<file path="config.mk">
export PLATFORM = sky130hd
export DESIGN_NAME = spare_alloc_ctrl
export DESIGN_NICKNAME = d
export VERILOG_FILES = /design/src/rtl/spare_repair_pkg.sv /design/src/rtl/spare_arbiter.sv /design/src/rtl/spare_cell_ctrl.sv /design/src/rtl/repair_position.sv /design/src/rtl/spare_alloc_ctrl.sv
export SDC_FILE = /design/constraint.sdc
export NUM_CORES = 1
export LEC_CHECK = 0
export BUFFER_PORTS_ARGS = -buffer_cell sky130_fd_sc_hd__buf_2
export CAP_MARGIN = 10
export CORE_ASPECT_RATIO = 1.5
export CORE_MARGIN = 2
export CORE_UTILIZATION = 64
export DETAILED_ROUTE_END_ITERATION = 10
export MAX_ROUTING_LAYER = met4
export PLACE_DENSITY_LB_ADDON = 0.05
export SLEW_MARGIN = 0
export SYNTH_ARGS = -nofsm -noshare
export SYNTH_HDL_FRONTEND = slang
export SYNTH_SLANG_ARGS = --single-unit
</file>
<file path="constraint.sdc">
create_clock -name clk -period 8.7 [get_ports clk]
set_clock_uncertainty 0.1 [all_clocks]
set_input_delay 1.305 -clock clk [delete_from_list [all_inputs] [get_ports clk]]
set_output_delay 1.305 -clock clk [all_outputs]
set_load 0.01 [all_outputs]
</file>
<file path="src/rtl/spare_repair_pkg.sv">
`timescale 1ns/1ps
package spare_repair_pkg;

    typedef enum logic [1:0] {
        SP_FREE    = 2'd0,
        SP_ACTIVE  = 2'd1,
        SP_RETIRED = 2'd2
    } spare_state_e;

    typedef enum logic [1:0] {
        POS_HEALTHY  = 2'd0,
        POS_REPAIRED = 2'd1,
        POS_DEAD     = 2'd2
    } pos_state_e;

    typedef enum logic {
        CTRL_OK       = 1'b0,
        CTRL_DEGRADED = 1'b1
    } ctrl_state_e;

    // neighbour order / direction encoding: 0 left, 1 down, 2 right, 3 top
    function automatic int wrap_idx(input int v, input int m);
        return ((v % m) + m) % m;
    endfunction

    function automatic int step_to(input int r, input int x, input int d,
                                   input int rows, input int cols);
        int nr;
        int nx;
        nr = r;
        nx = x;
        case (d)
            0:       nx = x - 1;
            1:       nr = r + 1;
            2:       nx = x + 1;
            default: nr = r - 1;
        endcase
        nr = wrap_idx(nr, rows);
        nx = wrap_idx(nx, 2 * cols);
        return nr * cols + nx / 2;
    endfunction

    function automatic int spare_of_cell(input int k, input int d,
                                         input int rows, input int cols);
        int r;
        r = k / cols;
        return step_to(r, 2 * (k % cols) + (r % 2), d, rows, cols);
    endfunction

    function automatic int cell_of_spare(input int s, input int d,
                                         input int rows, input int cols);
        int r;
        r = s / cols;
        return step_to(r, 2 * (s % cols) + 1 - (r % 2), d, rows, cols);
    endfunction

endpackage

</file>
<file path="src/rtl/spare_arbiter.sv">
`timescale 1ns/1ps
module spare_arbiter #(
    parameter int ROWS = 4,
    parameter int COLS = 2,
    localparam int NCELL = ROWS * COLS,
    localparam int IDXW = $clog2(NCELL)
) (
    input  logic [NCELL-1:0]      req_i,
    input  logic [NCELL-1:0]      free_i,
    output logic [NCELL-1:0]      grant_o,
    output logic [NCELL-1:0]      fail_o,
    output logic [2*NCELL-1:0]    gdir_o,
    output logic [IDXW*NCELL-1:0] gspare_o
);
    import spare_repair_pkg::*;

    logic [IDXW-1:0] nbr [NCELL][4];

    for (genvar gk = 0; gk < NCELL; gk++) begin : g_cell
        for (genvar gd = 0; gd < 4; gd++) begin : g_dir
            assign nbr[gk][gd] = IDXW'(spare_of_cell(gk, gd, ROWS, COLS));
        end
    end

    // lower index claims first; each claim removes the spare for later cells
    always_comb begin
        logic [NCELL-1:0] avail;
        logic             found;
        avail    = free_i;
        grant_o  = '0;
        fail_o   = '0;
        gdir_o   = '0;
        gspare_o = '0;
        for (int k = 0; k < NCELL; k++) begin
            found = 1'b0;
            if (req_i[k]) begin
                for (int d = 0; d < 4; d++) begin
                    if (!found && avail[nbr[k][d]]) begin
                        found                        = 1'b1;
                        avail[nbr[k][d]]             = 1'b0;
                        gdir_o[2*k +: 2]             = 2'(d);
                        gspare_o[IDXW*k +: IDXW]     = nbr[k][d];
                    end
                end
                grant_o[k] = found;
                fail_o[k]  = !found;
            end
        end
    end

endmodule

</file>
<file path="src/rtl/spare_cell_ctrl.sv">
`timescale 1ns/1ps
module spare_cell_ctrl (
    input  logic       clk,
    input  logic       rst_n,
    input  logic       alloc_i,
    input  logic [1:0] code_i,
    input  logic       retire_i,
    output logic       state_bit_o,
    output logic       diff_o,
    output logic [1:0] dir_o
);
    import spare_repair_pkg::*;

    spare_state_e st_q, st_d;
    logic [1:0]   dir_q;

    always_comb begin
        st_d = st_q;
        unique case (st_q)
            SP_FREE:    if (alloc_i)  st_d = SP_ACTIVE;
            SP_ACTIVE:  if (retire_i) st_d = SP_RETIRED;
            SP_RETIRED: st_d = SP_RETIRED;
            default:    st_d = SP_FREE;
        endcase
    end

    always_ff @(posedge clk) begin
        if (!rst_n) begin
            st_q  <= SP_FREE;
            dir_q <= 2'b00;
        end else begin
            st_q <= st_d;
            if (st_q == SP_FREE && alloc_i) dir_q <= code_i;
        end
    end

    always_comb begin
        state_bit_o = (st_q != SP_FREE);
        diff_o      = (st_q == SP_ACTIVE);
        dir_o       = dir_q;
    end

    p_alloc_free_only_r3: assert property (@(posedge clk) disable iff (!rst_n)
        alloc_i |-> (st_q == SP_FREE));
    p_state_sticky_r5: assert property (@(posedge clk) disable iff (!rst_n)
        state_bit_o |=> state_bit_o);
    p_diff_from_alloc_r6: assert property (@(posedge clk) disable iff (!rst_n)
        $rose(diff_o) |-> $past(alloc_i));
    p_dir_held_r4: assert property (@(posedge clk) disable iff (!rst_n)
        state_bit_o |=> $stable(dir_o));

endmodule

</file>
<file path="src/rtl/repair_position.sv">
`timescale 1ns/1ps
module repair_position (
    input  logic clk,
    input  logic rst_n,
    input  logic fault_i,
    input  logic grant_i,
    input  logic fail_i,
    output logic req_o,
    output logic isolate_o,
    output logic dead_o
);
    import spare_repair_pkg::*;

    pos_state_e st_q, st_d;
    logic       fault_q;

    always_comb begin
        st_d = st_q;
        unique case (st_q)
            POS_HEALTHY:  if (fail_i) st_d = POS_DEAD;
                          else if (grant_i) st_d = POS_REPAIRED;
            POS_REPAIRED: if (fail_i) st_d = POS_DEAD;
            POS_DEAD:     st_d = POS_DEAD;
            default:      st_d = POS_HEALTHY;
        endcase
    end

    always_ff @(posedge clk) begin
        if (!rst_n) begin
            st_q    <= POS_HEALTHY;
            fault_q <= 1'b0;
        end else begin
            st_q    <= st_d;
            fault_q <= fault_i;
        end
    end

    always_comb begin
        req_o     = fault_i && !fault_q && (st_q != POS_DEAD);
        isolate_o = (st_q != POS_HEALTHY);
        dead_o    = (st_q == POS_DEAD);
    end

    p_answer_needs_req_r8: assert property (@(posedge clk) disable iff (!rst_n)
        (grant_i || fail_i) |-> req_o);
    p_grant_fail_excl_r9: assert property (@(posedge clk) disable iff (!rst_n)
        !(grant_i && fail_i));
    p_isolate_sticky_r7: assert property (@(posedge clk) disable iff (!rst_n)
        isolate_o |=> isolate_o);
    p_isolate_next_edge_r11: assert property (@(posedge clk) disable iff (!rst_n)
        req_o |=> isolate_o);
    p_dead_holds_r10: assert property (@(posedge clk) disable iff (!rst_n)
        dead_o |=> dead_o);

endmodule

</file>
<file path="src/rtl/spare_alloc_ctrl.sv">
`timescale 1ns/1ps
module spare_alloc_ctrl #(
    parameter int ROWS = 4,
    parameter int COLS = 2,
    localparam int NCELL = ROWS * COLS
) (
    input  logic                 clk,
    input  logic                 rst_n,
    input  logic [NCELL-1:0]     fault_i,
    output logic [NCELL-1:0]     spare_state_o,
    output logic [2*NCELL-1:0]   spare_dir_o,
    output logic [NCELL-1:0]     spare_diff_o,
    output logic [NCELL-1:0]     isolate_o,
    output logic                 unrecoverable_o
);
    import spare_repair_pkg::*;

    localparam int IDXW = $clog2(NCELL);

    logic [NCELL-1:0]      req, grant, fail, dead, alloc, retire;
    logic [2*NCELL-1:0]    gdir;
    logic [IDXW*NCELL-1:0] gspare;
    ctrl_state_e           ctrl_q, ctrl_d;

    for (genvar gk = 0; gk < NCELL; gk++) begin : g_pos
        repair_position u_pos (
            .clk       (clk),
            .rst_n     (rst_n),
            .fault_i   (fault_i[gk]),
            .grant_i   (grant[gk]),
            .fail_i    (fail[gk]),
            .req_o     (req[gk]),
            .isolate_o (isolate_o[gk]),
            .dead_o    (dead[gk])
        );

        p_fail_kills_r10: assert property (@(posedge clk) disable iff (!rst_n)
            fail[gk] |=> (dead[gk] && unrecoverable_o));
    end

    spare_arbiter #(.ROWS(ROWS), .COLS(COLS)) u_arb (
        .req_i    (req),
        .free_i   (~spare_state_o),
        .grant_o  (grant),
        .fail_o   (fail),
        .gdir_o   (gdir),
        .gspare_o (gspare)
    );

    for (genvar gs = 0; gs < NCELL; gs++) begin : g_spare
        logic [NCELL-1:0] claim_g;
        logic [1:0]       code_g;
        logic [IDXW-1:0]  srv_g [4];

        for (genvar gk = 0; gk < NCELL; gk++) begin : g_claim
            assign claim_g[gk] = grant[gk] &&
                                 (gspare[IDXW*gk +: IDXW] == IDXW'(gs));
        end

        for (genvar gd = 0; gd < 4; gd++) begin : g_srv
            assign srv_g[gd] = IDXW'(cell_of_spare(gs, gd, ROWS, COLS));
        end

        // code from the spare toward the cell: opposite of the cell's view
        always_comb begin
            code_g = 2'b00;
            for (int k = 0; k < NCELL; k++) begin
                if (claim_g[k]) code_g = gdir[2*k +: 2] + 2'd2;
            end
        end

        assign alloc[gs]  = |claim_g;
        assign retire[gs] = spare_diff_o[gs] && req[srv_g[spare_dir_o[2*gs +: 2]]];

        spare_cell_ctrl u_spare (
            .clk         (clk),
            .rst_n       (rst_n),
            .alloc_i     (alloc[gs]),
            .code_i      (code_g),
            .retire_i    (retire[gs]),
            .state_bit_o (spare_state_o[gs]),
            .diff_o      (spare_diff_o[gs]),
            .dir_o       (spare_dir_o[2*gs +: 2])
        );

        p_single_claim_r9: assert property (@(posedge clk) disable iff (!rst_n)
            $countones(claim_g) <= 1);
        p_claim_was_free_r3: assert property (@(posedge clk) disable iff (!rst_n)
            alloc[gs] |-> !spare_state_o[gs]);
    end

    always_comb begin
        ctrl_d = ctrl_q;
        unique case (ctrl_q)
            CTRL_OK:       if (|fail) ctrl_d = CTRL_DEGRADED;
            CTRL_DEGRADED: ctrl_d = CTRL_DEGRADED;
            default:       ctrl_d = CTRL_OK;
        endcase
    end

    always_ff @(posedge clk) begin
        if (!rst_n) ctrl_q <= CTRL_OK;
        else        ctrl_q <= ctrl_d;
    end

    always_comb unrecoverable_o = (ctrl_q == CTRL_DEGRADED);

    p_unrec_sticky_r10: assert property (@(posedge clk) disable iff (!rst_n)
        unrecoverable_o |=> unrecoverable_o);

endmodule

</file>
* Word-level counts from Yosys, hierarchy flattened
Cells that the tools add are included. Widths: inputs -> output; s select.
Operators by class: add/sub/neg operators 8, order comparisons 16, eq/ne operators 128, multiplexer cells 366, bitwise operators 10, reductions and logical operators 225
Operators with widths (number):
- $mux 2 | 134
- $mux 8 | 31
- $mux 3 | 54
- $logic_and 1x1->1 | 120
- $mux 1 | 101
- $eq 3x3->1 const B | 32
- $pmux 2 s3 | 16
- $reduce_or 8->1 | 9
- $bmux 3 s2 | 8
- $eq 3x2->1 const B | 16
- $ne 2x1->1 const B | 24
- $logic_not 1->1 | 40
- $eq 2x1->1 const B | 16
- $eq 2x2->1 const B | 16
- $logic_not 2->1 | 16
- $lt 3x4->1 const B | 8
- $reduce_and 2->1 | 16
- $reduce_bool 2->1 | 16
- $mux 7 | 4
- $bmux 1 s3 | 8
- $eq 3x1->1 const B | 8
- $ge 3x3->1 const B | 8
- $logic_not 3->1 | 8
- $ne 3x1->1 const B | 8
- other kinds (9) | 36
Storage, ports and cells: flip-flop bits (word level) 57, input port bits 10, output and inout port bits 41, logic and storage cells 786

* Logic depth before layout (Yosys ltp)
Gate-level depths: netlist of the first run.
depth after elaboration 119, depth in mapped cells 11, gate-level depth less buffers 9

* Cells and area by module
From an unflattened synthesis of the first run, not the netlist that was laid out.
Second synthesis, totals: cells, all modules 885, area, all modules 6786.5 µm²
By module, submodules not included:
- spare_alloc_ctrl | times used 1, cells each 359, area an instance 2311.0 µm², sequential area each 20.0 µm²
- spare_cell_ctrl | times used 8, cells each 25, area an instance 219.0 µm², sequential area each 80.1 µm²
- repair_position | times used 8, cells each 23, area an instance 207.7 µm², sequential area each 60.1 µm²
- spare_arbiter | times used 1, cells each 142, area an instance 1062.3 µm², sequential area each 0.0 µm²

* Worst setup path before layout of the first run
OpenSTA, ideal clock, no wires.
kind in2reg, start in fault_i[1], end reg g_spare[5].u_spare.st_q[1], library setup time 0.072 ns, arrival 3.265 ns, required time 8.528 ns, setup slack 5.263 ns, cell stages on the path 8, path buffers 1, cell sequence or3b_2 > clkbuf_1 > a2111o_1 > and2_4 > o31a_1 > a32o_1 > o21ai_1 > mux2i_1
Between the ends: word-level cells in the longest chain between the ends 66, elaborated cells on any way between the ends 183, classes of those cells eq/ne: 9; mux: 126; reduce/logical: 48
Ends and longest elaborated chain:
- start: declaration | RTL line spare_alloc_ctrl.sv:9 | input logic [NCELL-1:0] fault_i,
- $logic_and 1x1->1 (*) (2 in a row) | RTL line repair_position.sv:39 | req_o = fault_i && !fault_q && (st_q != POS_DEAD);
- $mux 8 | RTL line spare_arbiter.sv:36 | if (req_i[k]) begin
- $mux 1 | RTL line spare_arbiter.sv:38 | if (!found && avail[nbr[k][d]]) begin
- $mux 1 | RTL line spare_arbiter.sv:36
- $logic_not 1->1 | RTL line spare_arbiter.sv:38
- $logic_and 1x1->1 | RTL line spare_arbiter.sv:38
- $mux 1 | RTL line spare_arbiter.sv:38
- $mux 1 | RTL line spare_arbiter.sv:36
- [49 not listed]
- $logic_and 1x1->1 | RTL line spare_arbiter.sv:38
- $mux 3 / $mux 1 (equally long branches) | RTL line spare_arbiter.sv:38
- $mux 3 / $mux 1 (equally long branches) | RTL line spare_arbiter.sv:36
- $eq 3x3->1 / $mux 1 (equally long branches) | RTL line spare_alloc_ctrl.sv:57, spare_arbiter.sv:36
- $logic_and 1x1->1 | RTL line spare_alloc_ctrl.sv:56 | assign claim_g[gk] = grant[gk] &&
- $reduce_or 8->1 | RTL line spare_alloc_ctrl.sv:72 | assign alloc[gs] = |claim_g;
- $ne 2x1->1 (no line)
- $reduce_and 2->1 (no line) (*)
- end signal: assignment | RTL line spare_cell_ctrl.sv:32 | st_q <= st_d;
- end: declaration | RTL line spare_cell_ctrl.sv:14 | spare_state_e st_q, st_d;
Every way passes the cells marked *; elsewhere a longest branch is shown, timed or not. The select of a mux whose other input is x is not followed. A chain may end at the register's enable or synchronous reset.

* Worst setup path after layout of the first run
start in fault_i[3], end reg g_pos[7].u_pos.st_q[0]
Between the ends: word-level cells in the longest chain between the ends 46, elaborated cells on any way between the ends 72, classes of those cells eq/ne: 2; mux: 48; reduce/logical: 22
Ends and longest elaborated chain:
- $logic_and 1x1->1 (*) (2 in a row) | RTL line repair_position.sv:39
- $mux 8 (*) | RTL line spare_arbiter.sv:36
- $mux 1 | RTL line spare_arbiter.sv:38
- $mux 1 | RTL line spare_arbiter.sv:36
- $logic_not 1->1 | RTL line spare_arbiter.sv:38
- $logic_and 1x1->1 | RTL line spare_arbiter.sv:38
- $mux 1 | RTL line spare_arbiter.sv:38
- $mux 1 | RTL line spare_arbiter.sv:36
- [29 not listed]
- $logic_not 1->1 | RTL line spare_arbiter.sv:38
- $logic_and 1x1->1 | RTL line spare_arbiter.sv:38
- $mux 1 (*) | RTL line spare_arbiter.sv:38
- $mux 1 (*) | RTL line spare_arbiter.sv:36
- $logic_not 1->1 | RTL line spare_arbiter.sv:46 | fail_o[k] = !found;
- $mux 1 | RTL line spare_arbiter.sv:36
- $mux 2 (tied with other cells) | RTL line repair_position.sv:20 | POS_HEALTHY: if (fail_i) st_d = POS_DEAD;
- $pmux 2 s3 / $reduce_and 2->1 (equally long branches)
- end signal: assignment | RTL line repair_position.sv:33 | st_q <= st_d;
- end: declaration | RTL line repair_position.sv:14 | pos_state_e st_q, st_d;
Marked as above.

==> results of run 1 <==
## Yosys cell counts, drive strengths merged, types with 2 or more instances
cell	instances	area [um^2]
or4b	4	43.8
a41oi	2	17.5
ha	51	638
a22o	2	17.5
o311ai	3	26.3
o31a	2	17.5
o21ai	34	174
clkinv	2	7.51
a21oi	45	233
o31ai	7	52.6
nand3	12	60.1
inv	52	195
mux4	8	180
o32ai	3	26.3
o211a	5	50.1
buf	29	210
nor2	39	146
o211ai	4	30.0
nor4b	6	67.6
o22ai	5	31.3
a21o	3	22.5
and3	3	18.8
o221a	4	45.0
and2	20	128
mux2i	10	100
a311oi	3	26.3
nor3	11	66.3
nor4	8	56.3
o311a	5	51.3
or3b	5	43.8
dfxtp	57	1140
a22oi	4	30.0
or3	4	25.0
a31oi	5	31.3
clkbuf	18	67.6
a31o	4	35.0
a211oi	4	30.0
o21a	7	52.6
nand2	44	165
nor3b	2	20.0
## cells by family after synthesis
group	after synthesis	synth area share (%)
adder cells (fa/ha/maj)	52	14.3
AND/OR/NAND/NOR	162	19.2
multiplexers	18	6.20
buffers and inverters	101	10.6
AO/OA/AOI/OAI	160	24.4
flip-flops	57	25.2
## per-layer routing
layer / vias up / global-route usage [%] / routed length (um)
met4: 0 / 17.3 / 446
met1: 2029 / 34.4 / 4480
met2: 176 / 56.4 / 6300
met3: 42 / 5.92 / 625
met5: - / - / 0
li1: 1992 / - / -
## final timing paths
| check | startpoint | end | slack [ps] | depth (start not counted) |
|---|---|---|---|---|
| worst min-delay path | g_spare[4].u_spare.st_q[1] | g_spare[4].u_spare.st_q[1] | 360 | 2 |
| worst max-delay path | fault_i[3] | g_pos[7].u_pos.st_q[0] | 5070 | 8 |
| worst min register to register | g_spare[4].u_spare.st_q[1] | g_spare[4].u_spare.st_q[1] | 360 | 2 |
| worst max register to register | g_spare[0].u_spare.st_q[1] | g_spare[6].u_spare.st_q[0] | 5280 | 9 |
## registers in the layout, indices dropped and copies added (netlist names)
name,flops
g_pos.u_pos.fault_q,8
unrecoverable_o,1
g_pos.u_pos.st_q,16
g_spare.u_spare.dir_o,16
g_spare.u_spare.st_q,16
## area by class of cell
| type | instances | area share, % |
|---|---|---|
| multi-input combinational | 392 | 60.5 |
| clock inverter | 2 | 0.209 |
| timing repair buffer | 51 | 5.38 |
| clock buffer | 14 | 3.81 |
| sequential | 57 | 23.8 |
| inverter | 54 | 4.23 |
| tap | 78 | 2.04 |
## worst max-delay path, delay by kind of cell
family | cells | cell delay [ps]
compound gates | 3 | 930
buf+inv | 1 | 80
simple gates | 4 | 1440
## power groups by stage
stage               Sequential [mW]  Clock (mW)  Combinational, mW
floorplan                     0.436           0              0.972
global placement              0.436           0               1.18
detailed placement            0.441           0               1.21
CTS                           0.436       0.244               1.22
global route                  0.449       0.254               1.36
finish                        0.436       0.240               1.24
==> out/qor.csv, run 1 <==
stage,metric,value,unit
outcome,outcome,"complete, no violations",
clock_network,Clock Tree Buf Depth,2,
placement,# port buffers,50,
timing,hold slack final,363,ps
synth,synthesized area per cell,8.22,um^2
global_route,largest net degree at the start of global routing,48,
routing,Vias/cell,6.54,
synth,"Top FF cell, synth",dfxtp_1,
die,die area,0.00777,mm^2
synth,sequential area share after synthesis,25.2,%
layout,Nets,626,
die,IO Pins,51,
critical_path,critical path class,input port to flop,
power_and_ir_drop,proportion of power drawn by the clock network,12.5,%
timing,Final Cycle Share,41.8,%
power_and_ir_drop,Cell Int Power,0.968,mW
die,Core Region,0.00685,mm^2
global_route,first-pass GRT wire length,19300,um
power_and_ir_drop,VDD IR max,0.240,mV
global_route,Total Routing Usage GR,32.6,%
layout,Multi-input gate area,0.00290,mm^2
placement,dpl cells,632,
timing,Slew Limit Fails,0,
layout,Storage cell area,0.00114,mm^2
power_and_ir_drop,Pleak,2.20,nW
power_and_ir_drop,part of the power in registers,22.8,%
routing,drt wl/cell,18.3,um
synth,Unique masters post-synth,71,
layout,final core utilization,70.0,%
power_and_ir_drop,total power,1.92,mW
placement,Placed Area,0.00460,mm^2
critical_path,Startpoint Class,input port,
clock_network,Resize count post-CTS,0,
layout,# diodes,0,
layout,fin area,0.00479,mm^2
die,DIE WIDTH,72.6,um
synth,"EDFF count, synth",0,
routing,"antenna viol nets, final",0,
power_and_ir_drop,total power divided by cell area,400,mW/mm^2
critical_path,crit path max-delay cell type,or3b_1,
timing,RSZ-0062 raised after global routing,no,
clock_network,CTS tree,yes,
global_route,GRT overflow,0,
timing,post-route worst setup slack,5070,ps
routing,DRT Wirelength,11800,um
die,initial core utilization,66.0,%
synth,Synth Cell Area,0.00452,mm^2
layout,"commonest non-fill, non-tap cell in the layout",dfxtp_1,
synth,#FFs+latches synth,57,
routing,First-pass DRT Iterations,5,
die,Site Rows,37,
placement,DP Wirelength,8730,um
routing,DRC Markers,0,
layout,ratio of cells with drive above 1 in the final layout,17.2,%
power_and_ir_drop,combinational share of power,64.7,%
clock_network,TritonCTS buffer count,9,
layout,Synth-to-Final Area Change,5.98,%
synth,syn_nets,611,
layout,Finished Layout Cells,648,
timing,FMAX,275,MHz
global_route,vias in the first global route,4143,
critical_path,Crit. End Element,flop,
critical_path,"Req. time, crit path",8840,ps
global_route,initial antenna violation count,0,
layout,most frequent cells in the layout,"dfxtp_1 (57), inv_1 (52), ha_1 (51)",
synth,Synthesis Warnings,0,
placement,pre-CTS WS,4740,ps
timing,Final Setup Violations,0,
clock_network,CTS Root Cell,clkbuf_8,
worst_hold_path,Hold Crit Class,flop to flop,
timing,Rel. slew slack,46.7,%
critical_path,critical path peak fanout,15,
synth,Syn Inst Count,550,
timing,Final Hold Fails,0,
power_and_ir_drop,switching pwr,0.949,mW
clock_network,hold_buf cts,0,
timing,Setup TNS,0,ps
clock_network,Clock H-tree levels,3,
layout,fillers,582,
placement,GPL Wtd Cong,0.910,
power_and_ir_drop,switching share of power,49.5,%
clock_network,Setup Buffers After CTS,0,
clock_network,clk_lat worst skew,340,ps
critical_path,crit-path max cell delay,600,ps
timing,post-layout min period,3630,ps
critical_path,crit path cell chain,"buf_2, or3b_1, a21oi_1, o21ai_0, nor3_4, o311a_1, nand3_1, and3_1",
routing,Initial DRC Count,430,
synth,asr flop ratio synth,0,%
timing,Slew @ Worst Pin,799,ps
routing,DR vias,4239,
clock_network,Sink Count,57,
clock_network,CTS clock-pin slew for the worst setup and hold paths,70,ps
die,chip height,107,um
critical_path,crit path DAT,3770,ps
job,max-cap violation count,0,
Power figures use the tool's default switching activity.
==> run 2, diff against run 1 <==
- CORE_UTILIZATION: 64 -> 60
- clock period: 8.7 -> 3.8 ns (I/O delays scaled with it)
==> out/qor.csv, run 2 (synthesis gave the netlist of run 1 again) <==
stage,metric,value,unit,change
outcome,outcome,"complete, no violations",,unchanged
power_and_ir_drop,VDD IR max,0.444,mV,was 0.240 mV
routing,Initial DRC Count,321,,was 430
placement,# port buffers,50,,unchanged
placement,DP Wirelength,8730,um,about the same
clock_network,hold_buf cts,0,,unchanged
layout,"commonest non-fill, non-tap cell in the layout",dfxtp_1,,unchanged
critical_path,"delay-heaviest family, CP",compound AO/OA/AOI/OAI gates,,was simple AND/OR/NAND/NOR gates
critical_path,stages on the worst setup path,9,,was 8
routing,DRT Wirelength,11700,um,was 11800 um
layout,Synth-to-Final Area Change,7.22,%,was 5.98%
clock_network,Clock H-tree levels,3,,unchanged
clock_network,TritonCTS buffer count,9,,unchanged
critical_path,Crit. End Element,flop,,unchanged
power_and_ir_drop,total power,4.38,mW,was 1.92 mW
die,initial core utilization,62.2,%,was 66.0%
job,max-cap violation count,0,,unchanged
routing,First-pass DRT Iterations,5,,unchanged
routing,DR vias,4209,,was 4239
timing,FMAX,295,MHz,
placement,GPL Wtd Cong,0.958,,was 0.910
timing,RSZ-0062 raised after global routing,no,,unchanged
layout,ratio of cells with drive above 1 in the final layout,17.8,%,was 17.2%
worst_hold_path,hold depth,2,,unchanged
power_and_ir_drop,Pleak,2.22,nW,was 2.20 nW
timing,Slew @ Worst Pin,796,ps,was 799 ps
power_and_ir_drop,total power divided by cell area,902,mW/mm^2,was 400 mW/mm^2
die,chip height,110,um,was 107 um
layout,Nets,633,,was 626
critical_path,crit path max-delay cell type,a211oi_1,,was or3b_1
die,IO Pins,51,,unchanged
critical_path,crit path DAT,3530,ps,was 3770 ps
routing,DRC Markers,0,,unchanged
die,Site Rows,38,,was 37
critical_path,"Req. time, crit path",3930,ps,was 8840 ps
layout,# diodes,0,,unchanged
timing,Final Cycle Share,89.3,%,
critical_path,crit-path max cell delay,490,ps,was 600 ps
timing,Setup TNS,0,ps,unchanged
layout,most frequent cells in the layout,"dfxtp_1 (57), inv_1 (52), ha_1 (51)",,unchanged
die,DIE WIDTH,74.9,um,was 72.6 um
critical_path,critical path peak fanout,13,,was 15
timing,Final Hold Fails,0,,unchanged
global_route,Total Routing Usage GR,30.0,%,was 32.6%
global_route,largest net degree at the start of global routing,47,,was 48
routing,Vias/cell,6.24,,was 6.54
timing,Rel. slew slack,47.0,%,was 46.7%
critical_path,crit path cell chain,"inv_1, ha_1, clkinv_1, a31o_2, o21ai_0, nor3_4, a211oi_1, a21oi_1, o221a_2",,"was buf_2, or3b_1, a21oi_1, o21ai_0, nor3_4, o311a_1, nand3_1, and3_1"
clock_network,Resize count post-CTS,0,,unchanged
timing,Final Setup Violations,0,,unchanged
global_route,initial antenna violation count,0,,unchanged
clock_network,Clock Tree Buf Depth,2,,unchanged
critical_path,R2R cell count,9,,unchanged
global_route,first-pass GRT wire length,18500,um,was 19300 um
worst_hold_path,Hold Crit Class,input port to flop,,was flop to flop
timing,Slew Limit Fails,0,,unchanged
clock_network,CTS clock-pin slew for the worst setup and hold paths,60,ps,was 70 ps
global_route,GRT overflow,0,,unchanged
clock_network,Setup Buffers After CTS,0,,unchanged
critical_path,Crit path buffers/inverters,2,,was 1
clock_network,clk_lat worst skew,350,ps,was 340 ps
critical_path,Startpoint Class,flop,,was input port
critical_path,critical path class,flop to flop,,was input port to flop
clock_network,CTS tree,yes,,unchanged
clock_network,CTS Root Cell,clkbuf_8,,unchanged
die,Core Region,0.00727,mm^2,was 0.00685 mm^2
timing,post-layout min period,3390,ps,
routing,"antenna viol nets, final",0,,unchanged
die,die area,0.00826,mm^2,was 0.00777 mm^2
clock_network,Sink Count,57,,unchanged
routing,drt wl/cell,17.3,um,was 18.3 um
global_route,vias in the first global route,4027,,was 4143
run 2: final cells by class:
type / count / area (um^2)
sequential: 57 / 1140
fill: 651 / 2420
multi-input combinational: 392 / 2900
tap: 100 / 125
timing repair buffer: 58 / 310
clock buffer: 13 / 169
inverter: 54 / 203
run 2: through the flow:
step	util [%]	hold WS (ps)	cells	area (um^2)	setup WS, ps
6_report	66.7	337	674	4850	406
5_1_grt	66.7	334	674	4850	220
4_1_cts	66.7	327	674	4850	452
3_5_place_dp	64.3	357	661	4680	467
3_3_place_gp	64.3	343	661	4680	526
2_1_floorplan	-	335	550	4520	985
run 2: report_power, final:
part | switching (mW) | leakage [nW] | internal, mW
Clock | 0.232 | 0.0875 | 0.279
Combinational | 1.74 | 1.66 | 1.13
Sequential | 0.179 | 0.470 | 0.817
run 2: final timing paths:
path | to | slack (ps) | startpoint
min reg2reg | g_spare[5].u_spare.st_q[1] | 360 | g_spare[5].u_spare.st_q[1]
max reg2reg | g_spare[4].u_spare.st_q[0] | 410 | g_spare[0].u_spare.st_q[1]
max | g_spare[4].u_spare.st_q[0] | 410 | g_spare[0].u_spare.st_q[1]
min | g_pos[4].u_pos.fault_q | 340 | fault_i[4]
run 2: per-layer routing:
| metal | GRT usage [%] | up-vias | share of wire (%) | wire, um |
|---|---|---|---|---|
| li1 | - | 2000 | - | - |
| met2 | 52.3 | 174 | 53 | 6160 |
| met4 | 14.0 | 0 | 2.5 | 293 |
| met1 | 32.8 | 2012 | 39 | 4500 |
| met5 | - | - | 0 | 0 |
| met3 | 4.73 | 23 | 6.2 | 721 |
==> run 3, diff against run 2 <==
- ABC_AREA: unset -> 1
==> out/qor.csv, run 3 <==
stage,metric,value,unit,change
timing,Final Cycle Share,75.0,%,was 89.3%
synth,synthesized area per cell,6.95,um^2,was 8.22 um^2
timing,post-layout min period,2850,ps,was 3390 ps
timing,post-route worst setup slack,950,ps,was 406 ps
clock_network,Clock H-tree levels,3,,unchanged
critical_path,Startpoint Class,flop,,unchanged
synth,syn_nets,692,,was 611
synth,"count leader, synth",inv_1,,was dfxtp_1
power_and_ir_drop,total power,4.27,mW,was 4.38 mW
critical_path,crit path DAT,3040,ps,was 3530 ps
synth,Adder-Cell Fraction of Synth Area,14.6,%,was 14.3%
timing,RSZ-0062 raised after global routing,no,,unchanged
layout,"commonest non-fill, non-tap cell in the layout",inv_1,,was dfxtp_1
power_and_ir_drop,total power divided by cell area,894,mW/mm^2,was 902 mW/mm^2
clock_network,Setup Buffers After CTS,0,,unchanged
placement,DP Wirelength,8370,um,was 8730 um
worst_hold_path,Hold Crit Class,input port to flop,,unchanged
synth,"Top FF cell, synth",dfxtp_1,,unchanged
placement,GPL Wtd Cong,0.902,,was 0.958
critical_path,Crit. End Element,flop,,unchanged
layout,Nets,728,,was 633
layout,most frequent cells in the layout,"inv_1 (120), nand2_1 (97), nor2_1 (59)",,"was dfxtp_1 (57), inv_1 (52), ha_1 (51)"
synth,synth top area cells,"dfxtp_1 (26%), ha_1 (15%), inv_1 (10%)",,"was dfxtp_1 (25%), ha_1 (14%), a21oi_1 (4.8%)"
timing,Slew Limit Fails,0,,unchanged
timing,Setup TNS,0,ps,unchanged
synth,Synth area leader,dfxtp_1,,unchanged
clock_network,Clock Tree Buf Depth,2,,unchanged
global_route,largest net degree at the start of global routing,31,,was 47
outcome,outcome,"complete, no violations",,unchanged
clock_network,TritonCTS buffer count,9,,unchanged
die,Site Rows,38,,unchanged
timing,FMAX,351,MHz,was 295 MHz
synth,#FFs+latches synth,57,,unchanged
critical_path,CP dominant cell by count,nand2_1,,
critical_path,crit-path max cell delay,400,ps,was 490 ps
synth,largest family of logic cells by synthesized area,simple AND/OR/NAND/NOR gates,,was compound AO/OA/AOI/OAI gates
die,DIE WIDTH,73.8,um,was 74.9 um
synth,share of the synthesized area in the top cell type,26.0,%,was 25.2%
critical_path,register-to-register setup slack,950,ps,was 410 ps
routing,DRC Markers,0,,unchanged
power_and_ir_drop,VDD IR max,0.449,mV,was 0.444 mV
job,max-cap violation count,0,,unchanged
placement,# port buffers,50,,unchanged
layout,Synth-to-Final Area Change,8.99,%,was 7.22%
synth,Syn Inst Count,631,,was 550
clock_network,CTS tree,yes,,unchanged
synth,sequential area share after synthesis,26.0,%,was 25.2%
clock_network,hold_buf cts,0,,unchanged
die,IO Pins,51,,unchanged
clock_network,CTS clock-pin slew for the worst setup and hold paths,60,ps,about the same
routing,"antenna viol nets, final",0,,unchanged
placement,pre-CTS WS,969,ps,was 467 ps
critical_path,crit path cell chain,"inv_1, ha_1, nor3_4, nand3_2, nand3_4, nand2_4, nand2_4, nand2_1, nand2_2, nand2_1, inv_1, nand2_1, nor3_2, inv_1, nand2_1, o21ai_0, a31oi_1",,"was inv_1, ha_1, clkinv_1, a31o_2, o21ai_0, nor3_4, a211oi_1, a21oi_1, o221a_2"
synth,asr flop ratio synth,0,%,unchanged
timing,Final Setup Violations,0,,unchanged
clock_network,Resize count post-CTS,0,,unchanged
power_and_ir_drop,Pleak,2.48,nW,was 2.22 nW
global_route,first-pass GRT wire length,17700,um,was 18500 um
synth,list of most frequent post-synthesis cells,"inv_1 (120), nand2_1 (97), nor2_1 (59)",,"was dfxtp_1 (57), inv_1 (52), ha_1 (51)"
clock_network,CTS Root Cell,clkbuf_8,,unchanged
die,Core Region,0.00718,mm^2,was 0.00727 mm^2
synth,complex-gate fraction of the synthesized area,16.1,%,was 24.4%
global_route,vias in the first global route,3944,,was 4027
synth,Synth Area in XOR/XNOR,0,%,unchanged
layout,final core utilization,66.6,%,was 66.7%
critical_path,critical path peak fanout,8,,was 13
global_route,initial antenna violation count,0,,unchanged
die,initial core utilization,61.1,%,was 62.2%
synth,mux contribution to synthesized area,0,%,was 6.20%
clock_network,Sink Count,57,,unchanged
clock_network,clk_lat worst skew,360,ps,was 350 ps
routing,DRT Wirelength,10800,um,was 11700 um
synth,Synthesis Warnings,0,,unchanged
routing,Vias/cell,5.33,,was 6.24
timing,Final Hold Fails,0,,unchanged
timing,Rel. slew slack,54.0,%,was 47.0%
layout,ratio of cells with drive above 1 in the final layout,16.8,%,was 17.8%
critical_path,crit path max-delay cell type,dfxtp_1,,was a211oi_1
die,chip height,109,um,was 110 um
routing,First-pass DRT Iterations,4,,was 5
routing,Initial DRC Count,286,,was 321
routing,DR vias,4118,,was 4209
layout,# diodes,0,,unchanged
synth,"EDFF count, synth",0,,unchanged
die,die area,0.00802,mm^2,was 0.00826 mm^2
critical_path,critical path class,flop to flop,,unchanged
critical_path,"Req. time, crit path",3990,ps,was 3930 ps
routing,drt wl/cell,14.0,um,was 17.3 um
synth,Synth Cell Area,0.00439,mm^2,was 0.00452 mm^2
timing,Slew @ Worst Pin,684,ps,was 796 ps
synth,Unique masters post-synth,40,,was 71
global_route,Total Routing Usage GR,29.6,%,was 30.0%
synth,Simple-Gate Fraction of Synth Area,27.6,%,was 19.2%
global_route,GRT overflow,0,,unchanged
[run 3: cell count changes after synthesis, sizes merged, moves of 8 or more]
| cell | delta |
|---|---|
| mux2i | -10 |
| clkbuf | -15 |
| nand2 | +65 |
| inv | +76 |
| mux4 | -8 |
| nor3 | +11 |
| nand3 | +23 |
| o21ai | +18 |
| nor2 | +24 |
| and2 | -20 |
[run 3: cell type report]
| class | count | area (um^2) |
|---|---|---|
| Multi-Input combinational cell | 416 | 2560 |
| Fill cell | 665 | 2400 |
| Sequential cell | 57 | 1140 |
| Inverter | 129 | 484 |
| Timing Repair Buffer | 54 | 280 |
| Clock buffer | 14 | 183 |
| Tap cell | 100 | 125 |
| Clock inverter | 2 | 10.0 |
[run 3: report_power, final]
part / leakage (nW) / total [mW] / internal (mW) / switching (mW)
sequential: 0.471 / 1.03 / 0.828 / 0.203
combinational: 1.91 / 2.68 / 0.952 / 1.73
clock: 0.102 / 0.561 / 0.306 / 0.256
[run 3: logic make-up (layout without fill, tap and decap cells)]
family	Yosys count	after routing
and+or+nand+nor	240	240
buffers and inverters	158	199
AOI/OAI and AO/OA	125	125
DFF	57	57
adders and majority gates	51	51
[run 3: worst paths after layout]
kind | end | cells after the start | start
hold / removal | g_pos[3].u_pos.fault_q | 3 | fault_i[3]
hold reg to reg | g_spare[6].u_spare.st_q[1] | 2 | g_spare[6].u_spare.st_q[1]
setup reg to reg | g_pos[6].u_pos.st_q[1] | 17 | g_pos[2].u_pos.st_q[0]
setup / recovery | g_pos[6].u_pos.st_q[1] | 17 | g_pos[2].u_pos.st_q[0]
[run 3: worst max-delay path: cells and delay by family, from the launching register on]
kind,cells,cell delay [ps]
buffers and inverters,3,320
DFF,1,400
and+or+nand+nor,11,1480
adders and majority gates,1,230
AOI/OAI and AO/OA,2,230
[run 3: routing by layer]
| layer | GRT usage, % | wire [um] | vias up | share of wire, % |
|---|---|---|---|---|
| met5 | - | 0 | - | 0 |
| met4 | 14.2 | 354 | 0 | 3.3 |
| met3 | 5.45 | 438 | 27 | 4.0 |
| met2 | 52.4 | 5720 | 107 | 53 |
| met1 | 30.9 | 4330 | 1905 | 40 |
| li1 | - | - | 2079 | - |
[run 3: metrics by stage]
step / cell area [um^2] / instances / hold WS [ps]
final: 4780 / 772 / 302
after global routing: 4780 / 772 / 313
after CTS: 4780 / 772 / 295
after detailed placement: 4590 / 756 / 359
after global placement: 4590 / 756 / 354
after floorplan: 4390 / 631 / 339
